[config.mk]
export PLATFORM = sky130hd
export DESIGN_NAME = idebm_regs
export DESIGN_NICKNAME = d
export VERILOG_FILES = /design/src/rtl/idebm_pkg.sv /design/src/rtl/idebm_host_fsm.sv /design/src/rtl/idebm_mode_reg.sv /design/src/rtl/idebm_chan_regs.sv /design/src/rtl/idebm_regs.sv
export SDC_FILE = /design/constraint.sdc
export NUM_CORES = 1
export LEC_CHECK = 0
export BUFFER_PORTS_ARGS = -buffer_cell sky130_fd_sc_hd__buf_2
export CAP_MARGIN = 10
export CORE_ASPECT_RATIO = 1.1
export CORE_UTILIZATION = 25
export DETAILED_ROUTE_END_ITERATION = 10
export PLACE_DENSITY = 0.45
export SETUP_SLACK_MARGIN = 0.1
export SLEW_MARGIN = 40
export SYNTH_ARGS = -nofsm -noshare
export SYNTH_HDL_FRONTEND = slang
export SYNTH_SLANG_ARGS = --single-unit
export TNS_END_PERCENT = 1
[constraint.sdc]
create_clock -name clk -period 2.3 [get_ports clk]
set_input_delay 0.115 -clock clk [delete_from_list [all_inputs] [get_ports clk]]
set_output_delay 0.115 -clock clk [all_outputs]
set_load 0.05 [all_outputs]
[src/rtl/idebm_pkg.sv]
package idebm_pkg;

    typedef enum logic [1:0] {
        REG_CMD  = 2'd0,
        REG_MODE = 2'd1,
        REG_STAT = 2'd2,
        REG_TIME = 2'd3
    } reg_sel_e;

    typedef enum logic [1:0] {
        HP_IDLE  = 2'd0,
        HP_READ  = 2'd1,
        HP_WRITE = 2'd2
    } hp_state_e;

    localparam int PEND_LSB = 2;
    localparam int STAT_W   = 3;

endpackage

[src/rtl/idebm_host_fsm.sv]
module idebm_host_fsm
    import idebm_pkg::*;
(
    input  logic clk,
    input  logic rst_n,
    input  logic sel,
    input  logic we,
    output logic rd_fire,
    output logic wr_fire,
    output logic rvalid
);
    hp_state_e state_q, state_d;

    always_comb begin
        state_d = HP_IDLE;
        unique case ({sel, we})
            2'b10:   state_d = HP_READ;
            2'b11:   state_d = HP_WRITE;
            default: state_d = HP_IDLE;
        endcase
    end

    always_ff @(posedge clk or negedge rst_n) begin
        if (!rst_n) state_q <= HP_IDLE;
        else        state_q <= state_d;
    end

    always_comb begin
        rd_fire = sel && !we;
        wr_fire = sel && we;
        rvalid  = (state_q == HP_READ);
    end

    assert_rvalid_follows_R10: assert property (@(posedge clk) disable iff (!rst_n)
        (sel && !we) |=> rvalid);
    assert_rvalid_only_after_read_R10: assert property (@(posedge clk) disable iff (!rst_n)
        !(sel && !we) |=> !rvalid);
endmodule

[src/rtl/idebm_mode_reg.sv]
module idebm_mode_reg
    import idebm_pkg::*;
#(
    parameter int CH_COUNT = 2
) (
    input  logic                clk,
    input  logic                rst_n,
    input  logic [CH_COUNT-1:0] irq_in,
    input  logic                wr_en,
    input  logic [CH_COUNT-1:0] blk_wdata,
    output logic [7:0]          mode_byte,
    output logic [CH_COUNT-1:0] blk,
    output logic                irq_out
);
    localparam int BLK_LSB = PEND_LSB + CH_COUNT;

    logic [CH_COUNT-1:0] pend_q, blk_q;

    always_ff @(posedge clk or negedge rst_n) begin
        if (!rst_n) begin
            pend_q <= '0;
            blk_q  <= '0;
        end else begin
            pend_q <= irq_in;
            if (wr_en) blk_q <= blk_wdata;
        end
    end

    always_comb begin
        mode_byte = 8'h00;
        mode_byte[PEND_LSB +: CH_COUNT] = pend_q;
        mode_byte[BLK_LSB  +: CH_COUNT] = blk_q;
        irq_out = |(pend_q & ~blk_q);
        blk     = blk_q;
    end

    assert_pend_tracks_input_R5: assert property (@(posedge clk) disable iff (!rst_n)
        1'b1 |=> (pend_q == $past(irq_in)));
    assert_block_holds_R4: assert property (@(posedge clk) disable iff (!rst_n)
        !wr_en |=> $stable(blk_q));
endmodule

[src/rtl/idebm_chan_regs.sv]
module idebm_chan_regs
    import idebm_pkg::*;
(
    input  logic              clk,
    input  logic              rst_n,
    input  logic              wr_en,
    input  reg_sel_e          reg_sel,
    input  logic [7:0]        wdata,
    input  logic [STAT_W-1:0] eng_set,
    output logic [7:0]        cmd,
    output logic [7:0]        stat,
    output logic [7:0]        timing
);
    logic [7:0] cmd_q, stat_q, time_q, stat_d;

    always_comb begin
        stat_d = stat_q;
        if (wr_en && reg_sel == REG_STAT)
            stat_d = {1'b0, wdata[6:5], 2'b00, stat_q[2:1] & ~wdata[2:1], stat_q[0]};
        stat_d[STAT_W-1:0] = stat_d[STAT_W-1:0] | eng_set;
    end

    always_ff @(posedge clk or negedge rst_n) begin
        if (!rst_n) begin
            cmd_q  <= 8'h00;
            stat_q <= 8'h00;
            time_q <= 8'h00;
        end else begin
            stat_q <= stat_d;
            if (wr_en && reg_sel == REG_CMD)  cmd_q  <= wdata;
            if (wr_en && reg_sel == REG_TIME) time_q <= wdata;
        end
    end

    assign cmd    = cmd_q;
    assign stat   = stat_q;
    assign timing = time_q;

    assert_stat_w1c_R7: assert property (@(posedge clk) disable iff (!rst_n)
        (wr_en && reg_sel == REG_STAT && wdata[1] && !eng_set[1]) |=> !stat_q[1]);
    assert_stat_bit0_kept_R7: assert property (@(posedge clk) disable iff (!rst_n)
        (!eng_set[0]) |=> (stat_q[0] == $past(stat_q[0])));
    assert_set_wins_R8: assert property (@(posedge clk) disable iff (!rst_n)
        eng_set[2] |=> stat_q[2]);
    assert_timing_store_R9: assert property (@(posedge clk) disable iff (!rst_n)
        (wr_en && reg_sel == REG_TIME) |=> (time_q == $past(wdata)));
endmodule

[src/rtl/idebm_regs.sv]
module idebm_regs
    import idebm_pkg::*;
#(
    parameter int CH_COUNT   = 2,
    parameter int WIN_STRIDE = 8,
    parameter int WIN_REGS   = 4,
    parameter int AW         = $clog2(CH_COUNT * WIN_STRIDE)
) (
    input  logic                       clk,
    input  logic                       rst_n,
    input  logic                       host_sel,
    input  logic                       host_we,
    input  logic [AW-1:0]              host_addr,
    input  logic [7:0]                 host_wdata,
    output logic [7:0]                 host_rdata,
    output logic                       host_rvalid,
    input  logic [STAT_W*CH_COUNT-1:0] eng_set,
    input  logic [CH_COUNT-1:0]        chan_irq,
    output logic                       irq_out
);
    localparam int OFF_W = $clog2(WIN_STRIDE);
    localparam int CH_W  = AW - OFF_W;

    logic              rd_fire, wr_fire;
    logic [CH_W-1:0]   ch_idx;
    logic [OFF_W-1:0]  off;
    logic              in_win;
    reg_sel_e          reg_sel;
    logic [7:0]        mode_byte, rd_mux;
    logic [CH_COUNT-1:0] blk;
    logic [7:0] cmd_v  [CH_COUNT];
    logic [7:0] stat_v [CH_COUNT];
    logic [7:0] time_v [CH_COUNT];

    assign ch_idx  = host_addr[AW-1:OFF_W];
    assign off     = host_addr[OFF_W-1:0];
    assign in_win  = (int'(off) < WIN_REGS) && (int'(ch_idx) < CH_COUNT);
    assign reg_sel = reg_sel_e'(off[1:0]);

    idebm_host_fsm u_fsm (
        .clk(clk), .rst_n(rst_n), .sel(host_sel), .we(host_we),
        .rd_fire(rd_fire), .wr_fire(wr_fire), .rvalid(host_rvalid)
    );

    idebm_mode_reg #(.CH_COUNT(CH_COUNT)) u_mode (
        .clk(clk), .rst_n(rst_n), .irq_in(chan_irq),
        .wr_en(wr_fire && in_win && reg_sel == REG_MODE),
        .blk_wdata(host_wdata[PEND_LSB+CH_COUNT +: CH_COUNT]),
        .mode_byte(mode_byte), .blk(blk), .irq_out(irq_out)
    );

    for (genvar g = 0; g < CH_COUNT; g++) begin : g_ch
        idebm_chan_regs u_ch (
            .clk(clk), .rst_n(rst_n),
            .wr_en(wr_fire && in_win && (int'(ch_idx) == g) && reg_sel != REG_MODE),
            .reg_sel(reg_sel), .wdata(host_wdata),
            .eng_set(eng_set[g*STAT_W +: STAT_W]),
            .cmd(cmd_v[g]), .stat(stat_v[g]), .timing(time_v[g])
        );
    end

    always_comb begin
        rd_mux = 8'h00;
        for (int i = 0; i < CH_COUNT; i++) begin
            if (in_win && int'(ch_idx) == i) begin
                unique case (reg_sel)
                    REG_CMD:  rd_mux = cmd_v[i];
                    REG_MODE: rd_mux = mode_byte;
                    REG_STAT: rd_mux = stat_v[i];
                    REG_TIME: rd_mux = time_v[i];
                endcase
            end
        end
    end

    always_ff @(posedge clk or negedge rst_n) begin
        if (!rst_n)       host_rdata <= 8'h00;
        else if (rd_fire) host_rdata <= rd_mux;
    end

    assert_irq_masked_R6: assert property (@(posedge clk) disable iff (!rst_n)
        (&blk) |-> !irq_out);
    assert_irq_needs_input_R6: assert property (@(posedge clk) disable iff (!rst_n)
        ($past(chan_irq) == '0) |-> !irq_out);
endmodule

---- Yosys cells after proc, flatten, opt, wreduce, memory -nomap -nowiden ----
Cells that the tools add are included.
cells by class
  magnitude comparators ................... 1
  equality and inequality tests ........... 7
  multiplexer cells ....................... 7
  bitwise logic cells ..................... 8
  reductions and logical operators ........ 19
operators with widths
  cell                count
  $pmux 8 s4          2
  $logic_and 1x1->1   16
  $mux 8              2
  $eq 2x2->1 const B  4
  $and 2x2->2         3
  $mux 3              2
  $or 3x3->3          2
  $eq 2x1->1 const B  2
  $not 2->2           2
  $pmux 2 s2          1
  $lt 3x3->1 const B  1
  $logic_not 2->1     1
  $ne 2x1->1 const B  1
  $reduce_or 2->1     1
  $logic_not 1->1     1
  $not 1->1           1
word-level totals
  bits in registers ....................... 56
  output and inout port bits .............. 10
  logic and storage cells ................. 54

---- Depth between registers and ports, before layout ----
  depth after elaboration ................. 7
  gate-level depth with buffers ........... 5
  depth with buffers taken out ............ 3

---- Cells and area by module ----
Synthesis repeated with hierarchy kept, for this count alone.
unflattened totals
  cell total of the unflattened synthesis .. 226
  area, all modules ....................... 2731.4 um^2
modules (own cells, without submodules)
  module           instances  cells an instance  area each (um^2)
  idebm_chan_regs  2          51                 827.0
  idebm_regs       1          103                819.5
  idebm_mode_reg   1          16                 185.2
  idebm_host_fsm   1          5                  72.6

---- Least setup slack after synthesis ----
No wires, ideal clock.
  path type ............................... flip-flop to output port
  start point ............................. register u_mode.blk_q[1], in the netlist u_mode.blk[1]
  end point ............................... output port irq_out
  data arrival time ....................... 1168 ps
  setup slack ............................. 1017 ps
  cell stages (with the launch flop) ...... 2
  path buffers ............................ 0
  cells stage by stage .................... dfrtp_1 o22ai_1
between the ends
  word-level cells in the longest chain between the ends .. 3
ends and longest elaborated chain
  what                    RTL line              text
  from (decl)             idebm_mode_reg.sv:17  logic [CH_COUNT-1:0] pend_q, blk_q;
  from (signal assigned)  idebm_mode_reg.sv:25  if (wr_en) blk_q <= blk_wdata;
  $not 2->2               idebm_mode_reg.sv:33  irq_out = |(pend_q & ~blk_q);
  $and 2x2->2             idebm_mode_reg.sv:33
  $reduce_or 2->1         idebm_mode_reg.sv:33
  to (decl)               idebm_regs.sv:19      output logic irq_out
No other way between the ends.

---- Worst setup path after layout ----
  start point ............................. input port host_addr[3]
  end point ............................... register g_ch[1].u_ch.time_q[0]
between the ends
  word-level cells in the longest chain between the ends .. 3
ends and longest elaborated chain
  what                             RTL line               text
  from (decl)                      idebm_regs.sv:13       input logic [AW-1:0] host_addr,
  $logic_and 1x1->1 (2 in series)  idebm_regs.sv:55       .wr_en(wr_fire && in_win && (int'(ch_idx) == g) && reg_sel != REG_MODE),
  $logic_and 1x1->1                idebm_chan_regs.sv:31  if (wr_en && reg_sel == REG_TIME) time_q <= wdata;
  to (signal assigned)             idebm_chan_regs.sv:31
  to (decl)                        idebm_chan_regs.sv:14  logic [7:0] cmd_q, stat_q, time_q, stat_d;
No other way between the ends.
A chain may end at the register's enable or synchronous reset.

==> flow_summary.yaml <==
timing:
  whs_ns: 0.0838
  slew_headroom: 0.621
  setup_violations: 0
  slew_viol_final: 0
  fin_tns_setup_ns: 0
  finalCritPeriodShare: 0.687
  tightestPinTransition_ns: 0.566
  hold_viol: 0
  period_minus_slack_ns: 1.58
  fmax_ghz: 0.633
  rsz0062_at_grt: "false"
  clock_skew_ns: 0.00472
floorplan:
  ios: 34
  start_util: 0.259
  die_area_um2: 10700
  coreArea_um2: 9940
  die_x_um: 98.8
  placementRows: 38
  die_h_um: 108
yosys:
  synth_top_family_by_area: "multiplexers"
  synth_cell_types: 34
  ys_warn_count: 0
  synth.area.mux_share: 0.257
  synth_compound_area_frac: 0.0792
  yosysSeqAreaShare: 0.544
  synth-adder-area-share: 0
  netlist_instances: 189
  synth_area_um2: 2570
  synth-xor-area-share: 0
  synth-simple-area-share: 0.0860
  avgSynthCellArea_um2: 13.6
  syn_nets: 213
  synth_seq_cells: 56
grt:
  use_met2: 0.202
  gr-total-overflow: 0
  grt_max_degree: 37
  grt-busiest-layer: "met2"
  use_met1: 0.167
  antenna_found_initial: 0
  met3_usage: 0.0278
  grt_pass1_wl_mm: 10.0
  grtUsageTotal: 0.126
  grt_pass1_vias: 1831
drt:
  viasPerCell: 4.70
  detail-route-antenna-nets: 0
  via_count: 1658
  routedWlPerCell_um: 17.0
  drc: 0
  first_pass_iters: 4
  routed_wl_mm: 6.01
  drtIter0Drc: 41
placement:
  gp_congestion: 0.745
  io_buffers: 33
  dp_hpwl_mm: 4.26
setup_path:
  start_kind: "input pin"
  critPathSlowestCell: "nor3_4"
  worstSetupEndpointType: "register"
  cp.arrival_ns: 1.77
  cp_max_fo: 12
  critPathKind: "input pin to register"
  crit_buf_inv: 2
  slowest_delay_ns: 0.60
  cp_top_family: "buffers and inverters"
  path_cells: "buf_2 -> clkinv_1 -> nor3_4 -> mux2_2"
  crit_required_ns: 2.50
job:
  maxCapViolCount: 0
clocking:
  cts_root_buf: "clkbuf_8"
  cts_tree: "done"
  clk_latency_ns: 0.31
  htreeDepth: 2
  cts_max_path_buffers: 2
  clk_pin_slew_ns: 0.10
  cts_setup_buffers: 0
  cts_made_buffers: 5
  cts.sinks: 56
final_layout:
  diodes: 0
  drive_gt1_frac: 0.421
  nets: 256
  utilization: 0.306
  area_growth_syn_to_layout_pct: 18.3
power_and_ir_drop:
  irDropWorstVdd_mv: 0.245
  leakage_nw: 1.36
  p_per_area_nw_per_um2: 731
worst_hold_path:
  min_path_type: "input pin to register"
status:
  status: "completed"
-- cell usage in the layout (no fill, tap or decap), types with 3 or more instances in the layout --
master and n:
mux2i_1 12, o31ai_1 4, buf_4 6, nand3_1 7, dlygate4sd3_1 9, mux2_2 42
a221oi_1 8, dfrtp_1 56, clkbuf_8 6, a21o_1 4, inv_1 3, nor2_1 3
buf_2 32, nand2_1 8
-- flip-flops by register name, summed over array words and instances (netlist names) --
| register | cells |
|---|---|
| g_ch.u_ch.cmd | 16 |
| g_ch.u_ch.stat | 10 |
| g_ch.u_ch.timing | 16 |
| host_rdata | 8 |
| u_fsm.state_q | 2 |
| u_mode.blk | 2 |
| u_mode.pend_q | 2 |
-- cell families after synthesis --
logic type,after synthesis
simple gates,33
buf+inv,15
mux,58
compound gates,27
flops,56
-- area by class of cell --
class | instances | area [um^2]
clock buffer | 6 | 82.6
clock inverter | 2 | 15.0
fill | 1001 | 6890
inverter | 4 | 15.0
multi-input combinational | 118 | 1090
sequential | 56 | 1400
tap | 120 | 150
timing repair buffer | 47 | 295
-- path summary, 6_finish.rpt --
| kind | from | end | slack (ns) | cells after the start |
|---|---|---|---|---|
| worst max-delay path | host_addr[3] | g_ch[1].u_ch.timing[0] | 0.72 | 4 |
| worst min-delay path | host_wdata[3] | g_ch[0].u_ch.cmd[3] | 0.08 | 2 |
| worst max register to register | u_mode.pend_q[0] | host_rdata[2] | 1.11 | 3 |
| worst min register to register | g_ch[1].u_ch.stat[0] | g_ch[1].u_ch.stat[0] | 0.48 | 1 |
| max in group asynchronous | rst_n | g_ch[1].u_ch.timing[0] | 1.44 | 3 |
| min in group asynchronous | rst_n | g_ch[1].u_ch.timing[6] | 0.30 | 2 |
-- metrics by stage --
step	instance area [um^2]	total power [mW]	worst slack, ns	instances
after floorplan	2570	1.53	1.02	189
after global placement	2860	1.67	0.404	336
after detailed placement	2860	1.68	0.345	336
after CTS	3050	2.27	0.687	353
after global routing	3050	2.35	0.602	353
final	3050	2.23	0.720	353
-- power breakdown --
part           switching (mW)  internal, mW  total, mW
clock                   0.324         0.245      0.569
combinational           0.233         0.210      0.444
sequential             0.0795          1.13       1.21
-- cells in the mapped netlist (all sizes together) --
master | n | area share
a21o | 4 | 0.012
a221oi | 8 | 0.027
a31oi | 2 | 0.0049
a32o | 2 | 0.0078
and2 | 2 | 0.0049
and4b | 1 | 0.0039
buf | 9 | 0.025
clkbuf | 2 | 0.0029
clkinv | 1 | 0.0015
dfrtp | 56 | 0.54
inv | 3 | 0.0044
mux2 | 44 | 0.19
mux2i | 12 | 0.047
mux4 | 2 | 0.017
nand2 | 8 | 0.012
nand2b | 1 | 0.0024
nand3 | 9 | 0.021
nand4 | 1 | 0.0049
nor2 | 4 | 0.012
nor2b | 2 | 0.0049
nor3 | 2 | 0.013
o211ai | 2 | 0.0058
o21ai | 4 | 0.0078
o22ai | 1 | 0.0024
o31ai | 4 | 0.012
or2 | 3 | 0.0073
-- routing by layer --
layer / share of wire / routed length (um)
met5: 0 / 0
met4: 0.015 / 89
met3: 0.029 / 175
met2: 0.46 / 2790
met1: 0.49 / 2960
-- what timing repair did --
item                                   in CTS  in global routing
resized for setup                           0                  0
hold buffers                                9                  0
endpoints found under the hold margin      42                  0
No activity file was read; power rests on OpenSTA's default activity.
